===== src/rtl/intalu_pkg.sv =====
// Shared definitions for the integer ALU: operation codes and flag bundle.
// Assumes op codes 9..15 are not operations.
package intalu_pkg;

    typedef enum logic [3:0] {
        OP_ADD  = 4'd0,
        OP_SUB  = 4'd1,
        OP_ADC  = 4'd2,
        OP_SBB  = 4'd3,
        OP_OR   = 4'd4,
        OP_AND  = 4'd5,
        OP_XOR  = 4'd6,
        OP_CMP  = 4'd7,
        OP_TEST = 4'd8
    } alu_op_e;

    typedef struct packed {
        logic c;
        logic z;
        logic o;
        logic s;
    } alu_flags_t;

    localparam int NUM_LANES = 3;

endpackage


===== src/rtl/intalu_addsub.sv =====
// One adder lane of width W. It performs add or subtract, with an optional carry/borrow in.
// Subtraction is A + ~B + ~borrow. The carry flag it returns is already a borrow for subtraction.
// Assumes W >= 2.
module intalu_addsub #(
    parameter int W = 8
) (
    input  logic [W-1:0] a_i,
    input  logic [W-1:0] b_i,
    input  logic         sub_i,
    input  logic         use_cin_i,
    input  logic         cin_i,
    output logic [W-1:0] sum_o,
    output logic         carry_o,
    output logic         ovf_o
);

    logic [W-1:0] b_eff;
    logic         cin_eff;
    logic [W:0]   sum_ext;
    logic         c_into_sign;

    // Form the adder inputs and raw sum, and derive the carry and overflow of this lane
    always_comb begin
        b_eff       = sub_i ? ~b_i : b_i;
        cin_eff     = sub_i ? ~(use_cin_i & cin_i) : (use_cin_i & cin_i);
        sum_ext     = {1'b0, a_i} + {1'b0, b_eff} + {{W{1'b0}}, cin_eff};
        c_into_sign = a_i[W-1] ^ b_eff[W-1] ^ sum_ext[W-1];
        sum_o       = sum_ext[W-1:0];
        carry_o     = sub_i ? ~sum_ext[W] : sum_ext[W];
        ovf_o       = c_into_sign ^ sum_ext[W];
    end

endmodule


===== src/rtl/intalu_logic.sv =====
// Bitwise unit for OR, AND and XOR. The test operation uses the AND path.
// Assumes the caller ignores the output for non-logic op codes.
module intalu_logic #(
    parameter int W = 32
) (
    input  logic [3:0]   op_i,
    input  logic [W-1:0] a_i,
    input  logic [W-1:0] b_i,
    output logic [W-1:0] res_o
);
    import intalu_pkg::*;

    // Select the bitwise function for the given op code
    always_comb begin
        unique case (alu_op_e'(op_i))
            OP_OR:   res_o = a_i | b_i;
            OP_XOR:  res_o = a_i ^ b_i;
            default: res_o = a_i & b_i;
        endcase
    end

endmodule


===== src/rtl/intalu_select.sv =====
// Result and flag selection. It picks the lane for the active size and merges in A's upper bits,
// then computes zero and sign from the active field and decides write-enable.
// Assumes DATA_W >= 16 and the lane order 8, 16, full width.
module intalu_select #(
    parameter int DATA_W = 32
) (
    input  logic [3:0]                                op_i,
    input  logic [1:0]                                lane_i,
    input  logic [DATA_W-1:0]                         a_i,
    input  logic [intalu_pkg::NUM_LANES-1:0][DATA_W-1:0] lane_sum_i,
    input  logic [intalu_pkg::NUM_LANES-1:0]          lane_c_i,
    input  logic [intalu_pkg::NUM_LANES-1:0]          lane_o_i,
    input  logic [DATA_W-1:0]                         logic_res_i,
    output logic [DATA_W-1:0]                         res_o,
    output intalu_pkg::alu_flags_t                    flags_o,
    output logic                                      wr_en_o,
    output logic                                      valid_o
);
    import intalu_pkg::*;

    localparam logic [DATA_W-1:0] MASK8  = DATA_W'(8'hFF);
    localparam logic [DATA_W-1:0] MASK16 = DATA_W'(16'hFFFF);

    logic [DATA_W-1:0] mask;
    logic [DATA_W-1:0] core;
    logic              arith;
    logic              top_bit;

    // Classify the op code as arithmetic, logic or not an operation
    always_comb begin
        arith   = 1'b0;
        valid_o = 1'b1;
        wr_en_o = 1'b0;
        unique case (alu_op_e'(op_i))
            OP_ADD, OP_SUB, OP_ADC, OP_SBB: begin arith = 1'b1; wr_en_o = 1'b1; end
            OP_OR, OP_AND, OP_XOR:          wr_en_o = 1'b1;
            OP_CMP:                         arith = 1'b1;
            OP_TEST:                        ;
            default:                        valid_o = 1'b0;
        endcase
    end

    // Pick the active-width mask and sign position
    always_comb begin
        core = arith ? lane_sum_i[lane_i] : logic_res_i;
        unique case (lane_i)
            2'd0:    begin mask = MASK8;           top_bit = core[7];        end
            2'd1:    begin mask = MASK16;          top_bit = core[15];       end
            default: begin mask = {DATA_W{1'b1}};  top_bit = core[DATA_W-1]; end
        endcase
    end

    // Merge the result and build the flags from the active field
    always_comb begin
        res_o     = valid_o ? ((core & mask) | (a_i & ~mask)) : a_i;
        flags_o.z = ((core & mask) == '0);
        flags_o.s = top_bit;
        flags_o.c = arith ? lane_c_i[lane_i] : 1'b0;
        flags_o.o = arith ? lane_o_i[lane_i] : 1'b0;
    end

endmodule


===== src/rtl/intalu_core.sv =====
// Top of the integer ALU. Three adder lanes (8, 16, full width) are built by a generate loop.
// Results, write-enable and flags are registered, so the latency is one cycle.
// Reset is synchronous and active low. Assumes DATA_W >= 16.
module intalu_core #(
    parameter int DATA_W = 32
) (
    input  logic              clk,
    input  logic              rst_n,
    input  logic [DATA_W-1:0] opnd_a,
    input  logic [DATA_W-1:0] opnd_b,
    input  logic [3:0]        op_sel,
    input  logic [1:0]        size_sel,
    input  logic              carry_in,
    output logic [DATA_W-1:0] result_o,
    output logic              wr_en_o,
    output logic              flag_c_o,
    output logic              flag_z_o,
    output logic              flag_o_o,
    output logic              flag_s_o
);
    import intalu_pkg::*;

    logic [NUM_LANES-1:0][DATA_W-1:0] lane_sum;
    logic [NUM_LANES-1:0]             lane_c;
    logic [NUM_LANES-1:0]             lane_o;
    logic [DATA_W-1:0]                logic_res;
    logic [DATA_W-1:0]                nxt_res;
    alu_flags_t                       nxt_flags;
    alu_flags_t                       flags_q;
    logic                             nxt_wr;
    logic                             nxt_valid;
    logic                             is_sub;
    logic                             use_cin;
    logic [1:0]                       lane_idx;

    // Decode subtract, carry-in use and lane index
    always_comb begin
        is_sub   = (op_sel == OP_SUB) || (op_sel == OP_SBB) || (op_sel == OP_CMP);
        use_cin  = (op_sel == OP_ADC) || (op_sel == OP_SBB);
        lane_idx = (size_sel == 2'd0) ? 2'd0 : (size_sel == 2'd1) ? 2'd1 : 2'd2;
    end

    for (genvar k = 0; k < NUM_LANES; k++) begin : g_lane
        localparam int LW = (k == 0) ? 8 : (k == 1) ? 16 : DATA_W;
        logic [LW-1:0] sum_w;
        intalu_addsub #(.W(LW)) addsub_i (
            .a_i       (opnd_a[LW-1:0]),
            .b_i       (opnd_b[LW-1:0]),
            .sub_i     (is_sub),
            .use_cin_i (use_cin),
            .cin_i     (carry_in),
            .sum_o     (sum_w),
            .carry_o   (lane_c[k]),
            .ovf_o     (lane_o[k])
        );
        assign lane_sum[k] = DATA_W'(sum_w);
    end

    intalu_logic #(.W(DATA_W)) logic_i (
        .op_i  (op_sel),
        .a_i   (opnd_a),
        .b_i   (opnd_b),
        .res_o (logic_res)
    );

    intalu_select #(.DATA_W(DATA_W)) select_i (
        .op_i        (op_sel),
        .lane_i      (lane_idx),
        .a_i         (opnd_a),
        .lane_sum_i  (lane_sum),
        .lane_c_i    (lane_c),
        .lane_o_i    (lane_o),
        .logic_res_i (logic_res),
        .res_o       (nxt_res),
        .flags_o     (nxt_flags),
        .wr_en_o     (nxt_wr),
        .valid_o     (nxt_valid)
    );

    // Register the result and write-enable, and update the flags only for real operations
    always_ff @(posedge clk) begin
        if (!rst_n) begin
            result_o <= '0;
            wr_en_o  <= 1'b0;
            flags_q  <= '0;
        end else begin
            result_o <= nxt_res;
            wr_en_o  <= nxt_wr;
            if (nxt_valid) flags_q <= nxt_flags;
        end
    end

    assign flag_c_o = flags_q.c;
    assign flag_z_o = flags_q.z;
    assign flag_o_o = flags_q.o;
    assign flag_s_o = flags_q.s;

endmodule


===== config.mk =====
export PLATFORM = sky130hd
export DESIGN_NAME = intalu_core
export DESIGN_NICKNAME = d
export VERILOG_FILES = /design/src/rtl/intalu_pkg.sv /design/src/rtl/intalu_addsub.sv /design/src/rtl/intalu_logic.sv /design/src/rtl/intalu_select.sv /design/src/rtl/intalu_core.sv
export SDC_FILE = /design/constraint.sdc
export NUM_CORES = 1
export LEC_CHECK = 0
export ABC_AREA = 1
export CAP_MARGIN = 5
export CORE_MARGIN = 4
export CORE_UTILIZATION = 40
export CTS_CLUSTER_DIAMETER = 30
export DETAILED_ROUTE_END_ITERATION = 6
export GPL_TIMING_DRIVEN = 1
export PLACE_DENSITY = 0.66
export SLEW_MARGIN = 0
export SYNTH_ARGS = -nofsm -noshare
export SYNTH_HDL_FRONTEND = slang
export SYNTH_SLANG_ARGS = --single-unit
export TNS_END_PERCENT = 100

===== constraint.sdc =====
create_clock -name clk -period 4.6 [get_ports clk]
set_input_delay 1.38 -clock clk [delete_from_list [all_inputs] [get_ports clk]]
set_output_delay 1.38 -clock clk [all_outputs]
set_load 0.05 [all_outputs]

# Yosys cells after proc, flatten, opt, wreduce, memory -nomap -nowiden
# Cells that the tools add are included.
[word_totals]
regBits = 37
in_bits = 73
[classes]
n_addsub = 6
n_lt_le_gt_ge = 1
eq_ne = 10
muxes = 25
bitwise_logic = 24
n_reduce_logical = 10
[op_table]
columns = ["cell", "n"]
rows = [
  ["two-way mux 32 bit", 4],
  ["case mux 32 bit (2 select lines)", 2],
  ["AND 32 bit", 3],
  ["binary-select mux 32 bit (select 2 bit)", 1],
  ["NOT 32 bit", 2],
  ["OR 32 bit", 2],
  ["adder 32 x 32 -> 33 bit", 1],
  ["adder 33 x 1 -> 33 bit", 1],
  ["logical NOT 32 bit", 1],
  ["bitwise XOR 32 bit", 1],
  ["adder 16 x 16 -> 17 bit", 1],
  ["adder 17 x 1 -> 17 bit", 1],
  ["equality test 4 x 3 -> 1 bit (second input constant)", 4],
  ["two-way mux 16 bit", 1],
  ["NOT 16 bit", 1],
  ["two-way mux 1 bit", 11],
  ["adder 8 x 8 -> 9 bit", 1],
  ["adder 9 x 1 -> 9 bit", 1],
  ["OR reduction 9 bit", 1],
  ["bitwise XOR 1 bit", 9],
  ["equality test 4 x 2 -> 1 bit (second input constant)", 2],
  ["two-way mux 8 bit", 1],
  ["NOT 8 bit", 1],
  ["OR reduction 7 bit", 1],
  ["other kinds (13)", 22],
]

# Logic depth before layout (Yosys ltp)
[depth]
ltp_word = 12
mapped_depth = 28
ltp_nobuf = 25

# Cells and area by module
# From an unflattened synthesis, not the netlist that was laid out.
[hier_totals]
hier_cells = 1675
area_unflattened_um2 = 9256.4
[by_module_without_submodules]
columns = ["module", "n_inst", "cells_each", "area_each_um2"]
rows = [
  ["intalu_addsub (g_lane[2].addsub_i)", 1, 541, 2793.9],
  ["intalu_logic", 1, 311, 1918.1],
  ["intalu_select", 1, 385, 1651.6],
  ["intalu_core", 1, 137, 1189.9],
  ["intalu_addsub (g_lane[1].addsub_i)", 1, 211, 1177.4],
  ["intalu_addsub (g_lane[0].addsub_i)", 1, 90, 525.5],
]

# Least setup slack after synthesis
# No wires, ideal clock.
[synth_timing]
path_kind = "in2reg"
startpoint = "input port op_sel[0]"
endpoint = "register flags_q, in the netlist flag_z_o"
setup_ns = 0.070
arrival_time_ns = 4.687
t_required_ns = 4.530
setup_slack_ns = -0.158
path_stages = 23
n_path_buf = 3
cell_sequence = "buf_4 -> nand2_2 -> a21oi_4 -> buf_2 -> nand2_1 -> buf_2 -> xor2_1 -> fa_1 -> fa_1 -> nand2_1 -> nand3_1 -> nand3_1 -> nand2_1 -> nand2_1 -> nand2_1 -> xor2_1 -> o21ai_0 -> inv_1 -> a21oi_1 -> nand2_1 -> nor2_1 -> nand2_1 -> a21oi_1"
[synth_via]
elab_chain_cells = 11
word_cells_on_any_way = 34
cone_classes = "add/sub (6); eq/ne (8); mux (10); bitwise (3); reduce/logical (7)"
[synth_lines]
columns = ["item", "line_no", "text"]
rows = [
  ["start: declaration", "intalu_core.sv:11", "input logic [3:0] op_sel,"],
  ["equality test 4 x 1 -> 1 bit (tied with other cells)", "intalu_select.sv:34, intalu_core.sv:38", ""],
  ["logical OR 1 bit (on tied branches)", "intalu_core.sv:38, intalu_core.sv:39", ""],
  ["logical OR 1 bit or AND 1 bit (tied branches)", "intalu_core.sv:38, intalu_addsub.sv:25", ""],
  ["two-way mux 32 bit (tied with other cells)", "intalu_addsub.sv:24", "b_eff = sub_i ? ~b_i : b_i;"],
  ["adder 32 x 32 -> 33 bit (tied with other cells)", "intalu_addsub.sv:26", "sum_ext = {1'b0, a_i} + {1'b0, b_eff} + {{W{1'b0}}, cin_eff};"],
  ["adder 33 x 1 -> 33 bit (tied with other cells)", "intalu_addsub.sv:26", ""],
  ["binary-select mux 32 bit (select 2 bit)", "intalu_select.sv:45", "core = arith ? lane_sum_i[lane_i] : logic_res_i;"],
  ["two-way mux 32 bit (implied by the code)", "intalu_select.sv:45", ""],
  ["two-way mux 32 bit", "intalu_select.sv:45", ""],
  ["AND 32 bit", "intalu_select.sv:56", "flags_o.z = ((core & mask) == '0);"],
  ["logical NOT 32 bit", "intalu_select.sv:56", ""],
  ["end signal: assignment", "intalu_core.sv:89", "if (nxt_valid) flags_q <= nxt_flags;"],
  ["end: declaration", "intalu_core.sv:29", "alu_flags_t flags_q;"],
]
# Parallel ways exist; a longest one is shown, timed or not. The select of a mux whose other input is x is not followed.
# A chain may end at the register's enable or synchronous reset.

# Final worst setup path
[layout_timing]
startpoint = "input port carry_in"
endpoint = "register flags_q, in the netlist flag_z_o"
[layout_via]
elab_chain_cells = 9
word_cells_on_any_way = 11
cone_classes = "add/sub (3); mux (4); bitwise (3); reduce/logical (1)"
[layout_lines]
columns = ["item", "line_no", "text"]
rows = [
  ["start: declaration", "intalu_core.sv:13", "input logic carry_in,"],
  ["AND 1 bit (*)", "intalu_addsub.sv:25", "cin_eff = sub_i ? ~(use_cin_i & cin_i) : (use_cin_i & cin_i);"],
  ["NOT 1 bit", "intalu_addsub.sv:25", ""],
  ["two-way mux 1 bit (*)", "intalu_addsub.sv:25", ""],
  ["adder 33 x 1 -> 33 bit (tied with other cells)", "intalu_addsub.sv:26", ""],
  ["binary-select mux 32 bit (select 2 bit) (*)", "intalu_select.sv:45", ""],
  ["two-way mux 32 bit (implied by the code) (*)", "intalu_select.sv:45", ""],
  ["two-way mux 32 bit (*)", "intalu_select.sv:45", ""],
  ["AND 32 bit (*)", "intalu_select.sv:56", ""],
  ["logical NOT 32 bit (*)", "intalu_select.sv:56", ""],
]
# Every way passes the cells marked *; elsewhere a longest branch is shown, timed or not. The select of a mux whose other input is x is not followed.

==> results.ini <==
[status]
run_status=finished, final reports clean

[final_layout]
area.sequential_um2=741
final_layout_size_suffix_gt1_share_pct=13.7
nNetsFinal=1529
final.fill_count=1601
final_core_util_pct=58.1
multi_input_area_um2=4670
post_layout_nonfiller_instances=1571
areaGrowthSynthToFinish_pct=40.0
num_antenna_cells=0

[yosys]
synth_flop_cell=sky130_fd_sc_hd__dfxtp_1
yosysSeqAreaShare_pct=11.6
synth_area_per_cell_um2=5.71
yosys_register_bits=37
post_synth_num_cell_types=43
netlist_area_um2=6400
async_flop_share_pct=0
mappedNetlistNets=1291
number_of_enable_type_register_cells_in_the_synthesized_netlist=0
postSynthCellCount=1121
ys_warn_count=0

[timing]
worst_slew_margin_rel_pct=32.9
timing.clock.skew_ns=0
report.final.setup_viol=0
max_clock_freq_ghz=0.235
finalWorstPathRequiredPeriod_ns=4.26
rsz0062_at_grt=no
final-max-slew-violation-count=0
hold-worst-slack_ns=0.472
fin_crit_sh_pct=92.6
finalHoldViolations=0
final_worst_setup_slack_ns=0.342
worst_slew_pin_slew_ns=1.01

[setup_path]
standard_cell_with_the_maximum_stage_delay_on_the_critical_path=sky130_fd_sc_hd__clkdlybuf4s50_1
worstSetupStartpoint=carry_in
critical_path_arrival_ns=4.40
timing.critical_path.to_type=flop
startpoint_type=input port
reg2regPathDepth=4
worst_path_cell_trace=clkdlybuf4s50_1 > nand4_1 > xor2_1 > fa_2 > fa_2 > nand2_1 > nand3_1 > nand3_1 > nand2_2 > buf_4 > nand2_1 > nand2_1 > nand2_1 > nand2_1 > nand2_1 > nand3_1 > nand2_1 > inv_1 > nand2_1 > nor2_1 > nand2_1 > nand2_1 > nand2_1 > a21oi_1
cp.required_ns=4.74
r2r-start=flag_s_o
critical_path.max_fanout=3
endpoint=flag_z_o
worst_path_largest_cell_delay_ns=0.46
reg2reg_setup_slack_ns=3.79
timing.rr.end=flag_s_o
type_of_the_setup_path_with_the_least_slack=input port to flop
worst_path_most_repeated_cell=sky130_fd_sc_hd__nand2_1

[clocking]
cts.sink_count=37
cts_hold_buffers=0
worstSkewPairLatency_ns=0.29
cts_buffers=5
root_buffer_cell=sky130_fd_sc_hd__clkbuf_16
tritoncts=done
clk_transition_reported_paths_ns=0.07
cts-htree-levels=2
cts_max_path_buffers=2

[placed_design]
hpwlAfterDp_um=18500
place.port_buffers=109
dp.cells=1562
detailedPlace.worstSlack_ns=-0.456
finalWeightedCongestion=0.970

[flow_run]
cap_viol_max_count=0

[power_and_ir_drop]
cellInternalPower_w=0.00108
total_leakage_power_nw=5.09
switching_power_w=0.000837
post-layout-total-power_w=0.00192
share_clk_of_total_power_pct=19.2
power.switching_fraction_pct=43.6
power_frac_seq_pct=18.4
power.density_cell_area_nw_per_um2=214
max-vdd-ir-drop_uv=126
power_frac_comb_pct=62.3

[grt]
grtUsageTotal_pct=24.2
grt_overflow=0
grt_first_pass_wirelength_um=35300
initial_antenna_violation_count=0
number_of_global_route_vias_before_repair=7049
grt_start_max_net_pins=37

[die]
placeableCoreArea_um2=15400
die_width_um=135
die_outline_area_um2=18100
top_level_ports=110
chipHeight_um=135
initial_core_util_pct=41.5
standard_cell_row_count=45

[detailed_routing]
drc=0
detail-route-antenna-nets=0
drt-initial-drc-count=522
postRouteWirelength_um=21800
via_per_inst=4.74
pre_antenna_drt_iters=5
routed-via-count=7444
avgRoutedWirePerCell_um=13.9

[worst_hold_path]
hp-class=flop to flop

[power by group through the flow]
stage,logic [W],registers [W],clock network [W]
global placement,0.00117,0.000361,0
global route,0.00133,0.000357,0.000398
CTS,0.00119,0.000354,0.000382
detailed placement,0.00118,0.000361,0
finish,0.00120,0.000354,0.000369
floorplan,0.000565,0.000457,0
[per-stage QoR]
step,setup TNS [ns],area (um^2)
2_1_floorplan,0,6420
3_3_place_gp,-1.64,8750
3_5_place_dp,-2.13,8750
4_1_cts,0,8920
5_1_grt,0,8960
6_report,0,8960
[layout make-up]
type,instances,area share [%]
Clock buffer,6,1.55
Clock inverter,2,0.154
Multi-Input combinational cell,819,52.2
Sequential cell,37,8.27
Timing Repair Buffer,255,24.8
Inverter,241,10.1
Tap cell,211,2.95
[registers in the layout, indices dropped and copies added, names as in the netlist]
register	cells
flag_o_o	1
result_o	32
wr_en_o	1
flag_s_o	1
flag_z_o	1
flag_c_o	1
[how the worst min path moves through the flow]
stage / from / end / slack (ns) / depth (start not counted)
after floorplan: flag_c_o / flag_c_o / 0.69 / 2
after global placement: flag_o_o / flag_o_o / 0.47 / 2
after detailed placement: flag_c_o / flag_c_o / 0.46 / 2
after CTS: flag_c_o / flag_c_o / 0.47 / 2
after global routing: flag_c_o / flag_c_o / 0.50 / 2
final: flag_c_o / flag_c_o / 0.47 / 2
[routing by layer]
metal	GRT usage (%)	routed length [um]	vias up
met5	0	0	-
met4	7.18	531	0
met3	3.09	1330	31
met2	38.9	9460	212
met1	33.9	10500	3255
li1	-	-	3946
[layout by cell type (no fill, tap or decap), drive strengths merged]
master | synthesis | routed
buf | 11 | 146
nand4 | 13 | 13
fa | 2 | 2
ha | 95 | 95
nand2 | 347 | 347
nor2 | 83 | 83
nand3b | 3 | 3
o22ai | 1 | 1
and2 | 5 | 5
a22oi | 1 | 1
clkinv | 1 | 3
o21a | 1 | 1
nand3 | 66 | 66
xnor2 | 1 | 1
o21ai | 61 | 61
o2111ai | 3 | 3
o31ai | 1 | 1
a31oi | 2 | 2
dfxtp | 37 | 37
dlymetal6s2s | 0 | 4
clkdlybuf4s50 | 0 | 105
o211ai | 8 | 8
a21oi | 54 | 54
o21bai | 1 | 1
xor2 | 40 | 40
a41oi | 7 | 7
or2 | 14 | 14
nor3 | 9 | 9
inv | 240 | 240
clkbuf | 13 | 6
a21o | 1 | 1
[worst max-delay path, delay by kind of cell]
family	cells	cell delay, ns
AO/OA/AOI/OAI	1	0.05
XOR/XNOR	1	0.20
adder cells (fa/ha/maj)	2	0.77
buffers and inverters	3	0.67
AND/OR/NAND/NOR	17	1.34
[synthesized netlist by cell type, types with 13 or more instances]
master | instances | area share, %
sky130_fd_sc_hd__inv_1 | 237 | 14
sky130_fd_sc_hd__o21ai_0 | 59 | 4.6
sky130_fd_sc_hd__clkbuf_1 | 13 | 0.76
sky130_fd_sc_hd__nor2_1 | 81 | 4.7
sky130_fd_sc_hd__nand3_1 | 66 | 5.2
sky130_fd_sc_hd__xor2_1 | 40 | 5.5
sky130_fd_sc_hd__nand4_1 | 13 | 1.3
sky130_fd_sc_hd__nand2_1 | 343 | 20
sky130_fd_sc_hd__ha_1 | 95 | 19
sky130_fd_sc_hd__dfxtp_1 | 37 | 12
sky130_fd_sc_hd__a21oi_1 | 51 | 4.0
[repair_timing]
item	4_1_cts	5_1_grt
gates resized for setup	3	13
setup endpoints to repair	3	6
setup buffers	0	1
pin swaps	0	2
[kinds of logic (layout without fill, tap and decap cells)]
| kind of cell | Yosys count | count (layout) | synth area share (%) |
|---|---|---|---|
| AO/OA/AOI/OAI | 141 | 141 | 12.5 |
| XOR/XNOR | 41 | 41 | 5.61 |
| adder cells (fa/ha/maj) | 97 | 97 | 19.2 |
| buffers and inverters | 265 | 504 | 16.0 |
| flip-flops | 37 | 37 | 11.6 |
| AND/OR/NAND/NOR | 540 | 540 | 35.1 |
(Power assumes the default switching activity.)
